`src/rtl/pic_pkg.sv`:
```
package pic_pkg;
  typedef enum logic [1:0] {
    INIT_IDLE,
    INIT_BASE,
    INIT_TRIG,
    INIT_CASC
  } init_st_t;

  localparam int CMD_INIT_BIT = 4;
  localparam int CMD_SP4_BIT  = 2;
  localparam int CMD_AEOI_BIT = 1;
  localparam int CMD_EOI_BIT  = 5;
  localparam int CMD_RSEL_BIT = 3;
  localparam int CMD_RSRC_BIT = 0;
endpackage

```
`src/rtl/pic_trigger.sv`:
```
module pic_trigger #(
  parameter int NUM_IRQ = 8
) (
  input  logic               clk,
  input  logic               rst,
  input  logic [NUM_IRQ-1:0] irq_i,
  input  logic [NUM_IRQ-1:0] lvl_i,
  input  logic [NUM_IRQ-1:0] clr_i,
  input  logic               clr_all_i,
  output logic [NUM_IRQ-1:0] pend_o
);
  logic [NUM_IRQ-1:0] irq_q;
  logic [NUM_IRQ-1:0] pend_q;

  always_ff @(posedge clk) begin
    if (rst) irq_q <= '0;
    else     irq_q <= irq_i;
  end

  for (genvar g = 0; g < NUM_IRQ; g++) begin : g_line
    always_ff @(posedge clk) begin
      if (rst || clr_all_i)  pend_q[g] <= 1'b0;
      else if (clr_i[g])     pend_q[g] <= 1'b0;
      else if (lvl_i[g])     pend_q[g] <= irq_i[g];
      else                   pend_q[g] <= (pend_q[g] | (irq_i[g] & ~irq_q[g])) & irq_i[g];
    end

    // an edge-mode line only turns pending after a sampled rising transition
    a_r3_edge_needs_rise: assert property (@(posedge clk) disable iff (rst)
      ($rose(pend_q[g]) && !$past(lvl_i[g])) |-> ($past(irq_i[g]) && !$past(irq_q[g])));
  end

  assign pend_o = pend_q;
endmodule

```
`src/rtl/pic_find_first.sv`:
```
module pic_find_first #(
  parameter int N     = 8,
  localparam int IW   = $clog2(N)
) (
  input  logic [N-1:0]  vec_i,
  output logic          valid_o,
  output logic [IW-1:0] idx_o
);
  always_comb begin
    valid_o = |vec_i;
    idx_o   = '0;
    for (int i = N - 1; i >= 0; i--) begin
      if (vec_i[i]) idx_o = IW'(i);
    end
  end
endmodule

```
`src/rtl/pic_vector.sv`:
```
module pic_vector #(
  parameter int DW = 8,
  parameter int IW = 3
) (
  input  logic [DW-1:0] base_i,
  input  logic [IW-1:0] idx_i,
  input  logic          sp4_i,
  output logic [DW-1:0] vec_o
);
  logic [DW-1:0] idx_w;
  logic [DW-1:0] offs;

  assign idx_w = DW'(idx_i);
  assign offs  = sp4_i ? (idx_w << 2) : (idx_w << 3);
  assign vec_o = base_i + offs;
endmodule

```
`src/rtl/irq_prio_ctrl.sv`:
```
module irq_prio_ctrl #(
  parameter int NUM_IRQ = 8,
  parameter int DATA_W  = 8,
  localparam int IDX_W  = $clog2(NUM_IRQ)
) (
  input  logic               clk,
  input  logic               rst,
  input  logic [NUM_IRQ-1:0] irq_i,
  input  logic               cs_i,
  input  logic               rd_i,
  input  logic               wr_i,
  input  logic               a0_i,
  input  logic [DATA_W-1:0]  wdata_i,
  input  logic               ack_i,
  output logic               int_o,
  output logic [DATA_W-1:0]  data_o,
  output logic [IDX_W-1:0]   cas_o
);
  import pic_pkg::*;

  init_st_t           init_st;
  logic               cfg_done;
  logic               sp4_q, aeoi_q, rsel_q;
  logic [DATA_W-1:0]  base_q;
  logic [NUM_IRQ-1:0] lvl_q, slave_q, mask_q, isr_q, isr_nx;
  logic [NUM_IRQ-1:0] pend, clr_vec;
  logic               ack_ph, sel_hit;
  logic [IDX_W-1:0]   sel_idx;
  logic               req_valid, isr_valid, cand_ok;
  logic [IDX_W-1:0]   req_idx, isr_idx;
  logic [DATA_W-1:0]  vec;

  logic host_wr, host_rd, init_cmd, op0_cmd, eoi_cmd, a1_wr, ack1, ack2;
  assign host_wr  = cs_i & wr_i;
  assign host_rd  = cs_i & rd_i;
  assign init_cmd = host_wr & ~a0_i & wdata_i[CMD_INIT_BIT];
  assign op0_cmd  = host_wr & ~a0_i & ~wdata_i[CMD_INIT_BIT];
  assign eoi_cmd  = op0_cmd & cfg_done & wdata_i[CMD_EOI_BIT];
  assign a1_wr    = host_wr & a0_i;
  assign ack1     = ack_i & ~ack_ph & cfg_done;
  assign ack2     = ack_i & ack_ph;

  pic_trigger #(.NUM_IRQ(NUM_IRQ)) u_trig (
    .clk(clk), .rst(rst), .irq_i(irq_i), .lvl_i(lvl_q),
    .clr_i(clr_vec), .clr_all_i(init_cmd), .pend_o(pend)
  );

  pic_find_first #(.N(NUM_IRQ)) u_req_pick (
    .vec_i(pend & ~mask_q), .valid_o(req_valid), .idx_o(req_idx)
  );

  pic_find_first #(.N(NUM_IRQ)) u_isr_pick (
    .vec_i(isr_q), .valid_o(isr_valid), .idx_o(isr_idx)
  );

  pic_vector #(.DW(DATA_W), .IW(IDX_W)) u_vec (
    .base_i(base_q), .idx_i(sel_idx), .sp4_i(sp4_q), .vec_o(vec)
  );

  assign cand_ok = req_valid & (~isr_valid | (req_idx < isr_idx));
  assign clr_vec = (ack1 && cand_ok) ? (NUM_IRQ'(1) << req_idx) : '0;

  always_comb begin
    isr_nx = isr_q;
    if (eoi_cmd && isr_valid)        isr_nx[isr_idx] = 1'b0;
    if (ack2 && aeoi_q && sel_hit)   isr_nx[sel_idx] = 1'b0;
    if (ack1 && cand_ok)             isr_nx[req_idx] = 1'b1;
  end

  // configuration and host command decode
  always_ff @(posedge clk) begin
    if (rst) begin
      init_st  <= INIT_IDLE;
      cfg_done <= 1'b0;
      sp4_q    <= 1'b0;
      aeoi_q   <= 1'b0;
      rsel_q   <= 1'b0;
      base_q   <= '0;
      lvl_q    <= '0;
      slave_q  <= '0;
      mask_q   <= '0;
    end else if (init_cmd) begin
      init_st  <= INIT_BASE;
      cfg_done <= 1'b0;
      sp4_q    <= wdata_i[CMD_SP4_BIT];
      aeoi_q   <= wdata_i[CMD_AEOI_BIT];
      rsel_q   <= 1'b0;
      mask_q   <= '0;
    end else begin
      if (op0_cmd && wdata_i[CMD_RSEL_BIT]) rsel_q <= wdata_i[CMD_RSRC_BIT];
      if (a1_wr) begin
        case (init_st)
          INIT_BASE: begin base_q  <= wdata_i;              init_st <= INIT_TRIG; end
          INIT_TRIG: begin lvl_q   <= wdata_i[NUM_IRQ-1:0]; init_st <= INIT_CASC; end
          INIT_CASC: begin slave_q <= wdata_i[NUM_IRQ-1:0]; init_st <= INIT_IDLE; cfg_done <= 1'b1; end
          default:   if (cfg_done) mask_q <= wdata_i[NUM_IRQ-1:0];
        endcase
      end
    end
  end

  // in-service set, acknowledge sequencing, outputs
  always_ff @(posedge clk) begin
    if (rst) begin
      isr_q   <= '0;
      ack_ph  <= 1'b0;
      sel_hit <= 1'b0;
      sel_idx <= '0;
      cas_o   <= '0;
      int_o   <= 1'b0;
      data_o  <= '0;
    end else begin
      isr_q <= init_cmd ? '0 : isr_nx;
      int_o <= cfg_done & cand_ok;
      if (init_cmd) begin
        ack_ph <= 1'b0;
        cas_o  <= '0;
      end else if (ack1) begin
        ack_ph  <= 1'b1;
        sel_hit <= cand_ok;
        sel_idx <= cand_ok ? req_idx : IDX_W'(NUM_IRQ - 1);
        cas_o   <= (cand_ok && slave_q[req_idx]) ? req_idx : '0;
      end else if (ack2) begin
        ack_ph <= 1'b0;
        cas_o  <= '0;
      end
      if (ack2)         data_o <= vec;
      else if (host_rd) data_o <= a0_i ? DATA_W'(mask_q) : (rsel_q ? DATA_W'(isr_q) : DATA_W'(pend));
    end
  end

  // the interrupt line needs an unmasked pending source in a configured block
  a_r6_int_has_source: assert property (@(posedge clk) disable iff (rst)
    int_o |-> $past(cfg_done && |(pend & ~mask_q)));

  // a qualifying first acknowledge puts the winner into service
  a_r7_ack_sets_isr: assert property (@(posedge clk) disable iff (rst)
    (ack1 && cand_ok && !init_cmd) |=> isr_q[$past(req_idx)]);

  // an end-of-service command retires exactly one level
  a_r10_eoi_drops_one: assert property (@(posedge clk) disable iff (rst)
    (eoi_cmd && isr_valid && !ack_i) |=> ($countones(isr_q) == $countones($past(isr_q)) - 1));

  // the cascade code is non-zero only inside an acknowledge sequence
  a_r13_cas_in_ack: assert property (@(posedge clk) disable iff (rst)
    (cas_o != '0) |-> ack_ph);
endmodule

```
`config.mk`:
```
export PLATFORM = sky130hd
export DESIGN_NAME = irq_prio_ctrl
export DESIGN_NICKNAME = d
export VERILOG_FILES = /design/src/rtl/pic_pkg.sv /design/src/rtl/pic_trigger.sv /design/src/rtl/pic_find_first.sv /design/src/rtl/pic_vector.sv /design/src/rtl/irq_prio_ctrl.sv
export SDC_FILE = /design/constraint.sdc
export NUM_CORES = 1
export LEC_CHECK = 0
export BUFFER_PORTS_ARGS = -buffer_cell sky130_fd_sc_hd__buf_2
export CAP_MARGIN = 20
export CORE_MARGIN = 10
export CORE_UTILIZATION = 55
export CTS_BUF_LIST = sky130_fd_sc_hd__clkbuf_4 sky130_fd_sc_hd__clkbuf_8
export DETAILED_ROUTE_END_ITERATION = 8
export GPL_TIMING_DRIVEN = 0
export MAX_ROUTING_LAYER = met4
export PLACE_DENSITY = 0.76
export RECOVER_POWER = 25
export SLEW_MARGIN = 25
export SYNTH_ARGS = -nofsm -noshare
export SYNTH_HDL_FRONTEND = slang
export SYNTH_SLANG_ARGS = --single-unit
export TNS_END_PERCENT = 20
```
`constraint.sdc`:
```
create_clock -name clk -period 3.4 [get_ports clk]
set_input_delay 0 -clock clk [delete_from_list [all_inputs] [get_ports clk]]
set_output_delay 0 -clock clk [all_outputs]
set_load 0.02 [all_outputs]
```
==> impl_results.md <==
- Status: finished clean
- Relative slew margins: 0.577
- DR vias: 3545
- Worst Path Class, Setup: reg -> reg
- P_leak: 1.69 nW
- Clock skew after layout: 0.00648 ns
- Yosys top cell by area: dfxtp_1
- IO buf count: 33
- CP Cell Sequence: nand2b_1 -> and2_1 -> a21o_1 -> inv_1 -> ha_1 -> o21ai_0 -> a32o_1 -> o21a_1 -> nand3_1 -> and4_1
- Fraction of layout instances using a drive strength above 1: 0.102
- # Post-CTS Setup Buffers: 0
- P&R area growth vs syn: 17.9%
- DRT Pass-1 Iters: 5
- Syn Area/Cell: 8.36 um2
- Final-report max-slew violation count: 0
- Crit path time final: 2.81 ns
- Final worst setup slack: 0.594 ns
- Clk sink count: 78
- Reg2reg setup slack: 0.59 ns
- PwrDens: 419 nW/um2
- CTS Buf Count: 9
- Drt drc: 0
- Die Area: 10700 um2
- Hold Startpoint: rd_i
- First-pass GRT wire length: 17.0 mm
- H-tree levels: 3
- Crit start category: register
- Path category of the worst min-delay check: in -> reg
- Pre-CTS setup slack: 0.698 ns
- Most instantiated library cell after synthesis: nand2_1
- Fillers: 582
- Remaining antenna violation count after routing: 0
- Root Buffer: clkbuf_8
- Setup TNS: 0 ns
- Crit path arrival time: 3.06 ns
- CTS tree: built
- Initial core utilization: 0.566
- Largest net degree at the start of global routing: 13
- Post-synth top cells: nand2_1, dfxtp_1, a21oi_1
- Final period util: 0.825
- Resized Gates After CTS: 0
- DR WL/cell: 17.0 um
- Post-Layout Cell Count: 625
- Least-Margin Pin Slew: 0.634 ns
- RePlAce Congestion: 0.927
- Worst-path fanout max: 7
- Antenna Cells: 0
- Synth warnings: 0
- Share of Yosys cell area claimed by the top area cell type: 0.406
- Ys flop type: dfxtp_1
- Clock transition at path regs: 0.08 ns
- Number of global-route vias before repair: 3304
- Vias per std cell: 5.67
- Reg-to-reg critical path startpoint: mask_q[3]
- Final WL: 10.6 mm
- VDD IR max: 0.289 mV
- Post-Place Cells: 589
- Final #Nets: 560
- Final Hold Viols: 0
- I/O pin cnt: 35
- Post-synthesis cell type count: 60
- Max_cap viols: 0
- Initial DRC count: 253
- Synth Register Bits: 78
- Req. time, crit path: 3.65 ns
- Initial antenna violation count: 0
- Syn nets: 495
- CP endpoint kind: register
- Critical path launch point: mask_q[3]
- RSZ-0062 raised after global routing: false
- Global route total overflow: 0
- Die X: 104 um
- Syn Inst Count: 460
- Ranking of synthesized cells by area: dfxtp_1, nand2_1, mux2i_1
- Chip height: 104 um
- Register area share after synthesis: 0.406
- Max stage delay on crit path: 0.34 ns
- EDFF count, synth: 0
- Pwr Total: 0.00190 W
- Insertion delay to the later sink of the worst-skew pair: 0.36 ns
- Core Region: 6790 um2
- Slowest-stage cell, CP: dfxtp_1
- Post-DP HPWL: 7.89 mm
- Total GRT Usage: 0.201
- Max Clock Freq: 0.356 GHz
- Mapped cell area: 3840 um2
- Post-synth ARST share: 0
- Clk buf depth: 2
- Core Rows: 30
- Final setup violation count: 0
-- per-stage QoR --
stage | hold WS [ns] | cell area (um2) | util
final | 0.0676 | 4530 | 0.667
after global routing | 0.0983 | 4530 | 0.667
after CTS | 0.0601 | 4550 | 0.670
after detailed placement | 0.256 | 4130 | 0.608
after global placement | 0.247 | 4130 | 0.608
after floorplan | 0.0795 | 3840 | -
-- routing by layer --
layer  vias to the layer above  part of all wire  GRT usage
met4                         0             0.019     0.0635
met5                         -                 0          -
li1                       1734                 -          -
met1                      1633              0.45      0.254
met3                        20             0.078     0.0421
met2                       158              0.46      0.312
-- path summary, 6_finish.rpt --
kind | endpoint | depth (start not counted)
max | u_trig.pend_o[0] | 10
min | data_o[7] | 5
max reg2reg | u_trig.pend_o[0] | 10
min reg2reg | slave_q[3] | 2
-- registers in the layout, indices dropped and copies added, names as in the netlist --
name / cells
cfg_done: 1
slave_q: 7
data_o: 8
isr_q: 8
mask_q: 8
init_st: 2
int_o: 1
rsel_q: 1
u_trig.irq_q: 8
aeoi_q: 1
sp4_q: 1
sel_idx: 3
u_trig.pend_o: 8
ack_ph: 1
sel_hit: 1
base_q: 8
lvl_q: 8
cas_o: 3
-- final cells by class --
type / count / area (um2) / area share
sequential: 78 / 1560 / 0.344
tap: 96 / 120 / 0.0265
clock inverter: 4 / 72.6 / 0.0160
buffer: 20 / 90.1 / 0.0199
inverter: 14 / 52.6 / 0.0116
clock buffer: 11 / 139 / 0.0306
timing repair buffer: 54 / 358 / 0.0789
multi-input combinational: 348 / 2140 / 0.472
-- cell usage in the layout, fill, tap and decap left out, types with 13 or more instances in the layout --
cell type,count
inv_1,13
mux2i_1,24
clkbuf_1,28
dlygate4sd3_1,21
nor2_1,43
dfxtp_1,78
a21oi_1,44
nand2_1,90
buf_2,22
nor2b_1,14
-- power breakdown --
part | leakage (nW) | switching, W | internal, W
Combinational | 0.948 | 0.000116 | 0.0000792
Clock | 0.106 | 0.000338 | 0.000425
Sequential | 0.633 | 0.0000112 | 0.000930
Total | 1.69 | 0.000465 | 0.00143
-- logic make-up after synthesis --
logic type | share of synthesized area
mux | 0.0654
buf+inv | 0.0371
flops | 0.406
compound gates | 0.178
simple gates | 0.263
xor+xnor | 0.00911
fa+ha+maj | 0.0410
-- worst max-delay path, delay by kind of cell, from the launching register on --
family | cells | cell delay [ns]
AO/OA/AOI/OAI | 4 | 0.99
flip-flops | 1 | 0.34
buffers and inverters | 1 | 0.15
AND/OR/NAND/NOR | 4 | 0.91
adder cells (fa/ha/maj) | 1 | 0.30
-- what timing repair did --
action,in CTS,in global routing
setup endpoints to repair,0,0
hold endpoints to repair,38,0
hold buffers,21,0
Note: power is estimated with default switching activity, not from simulation.
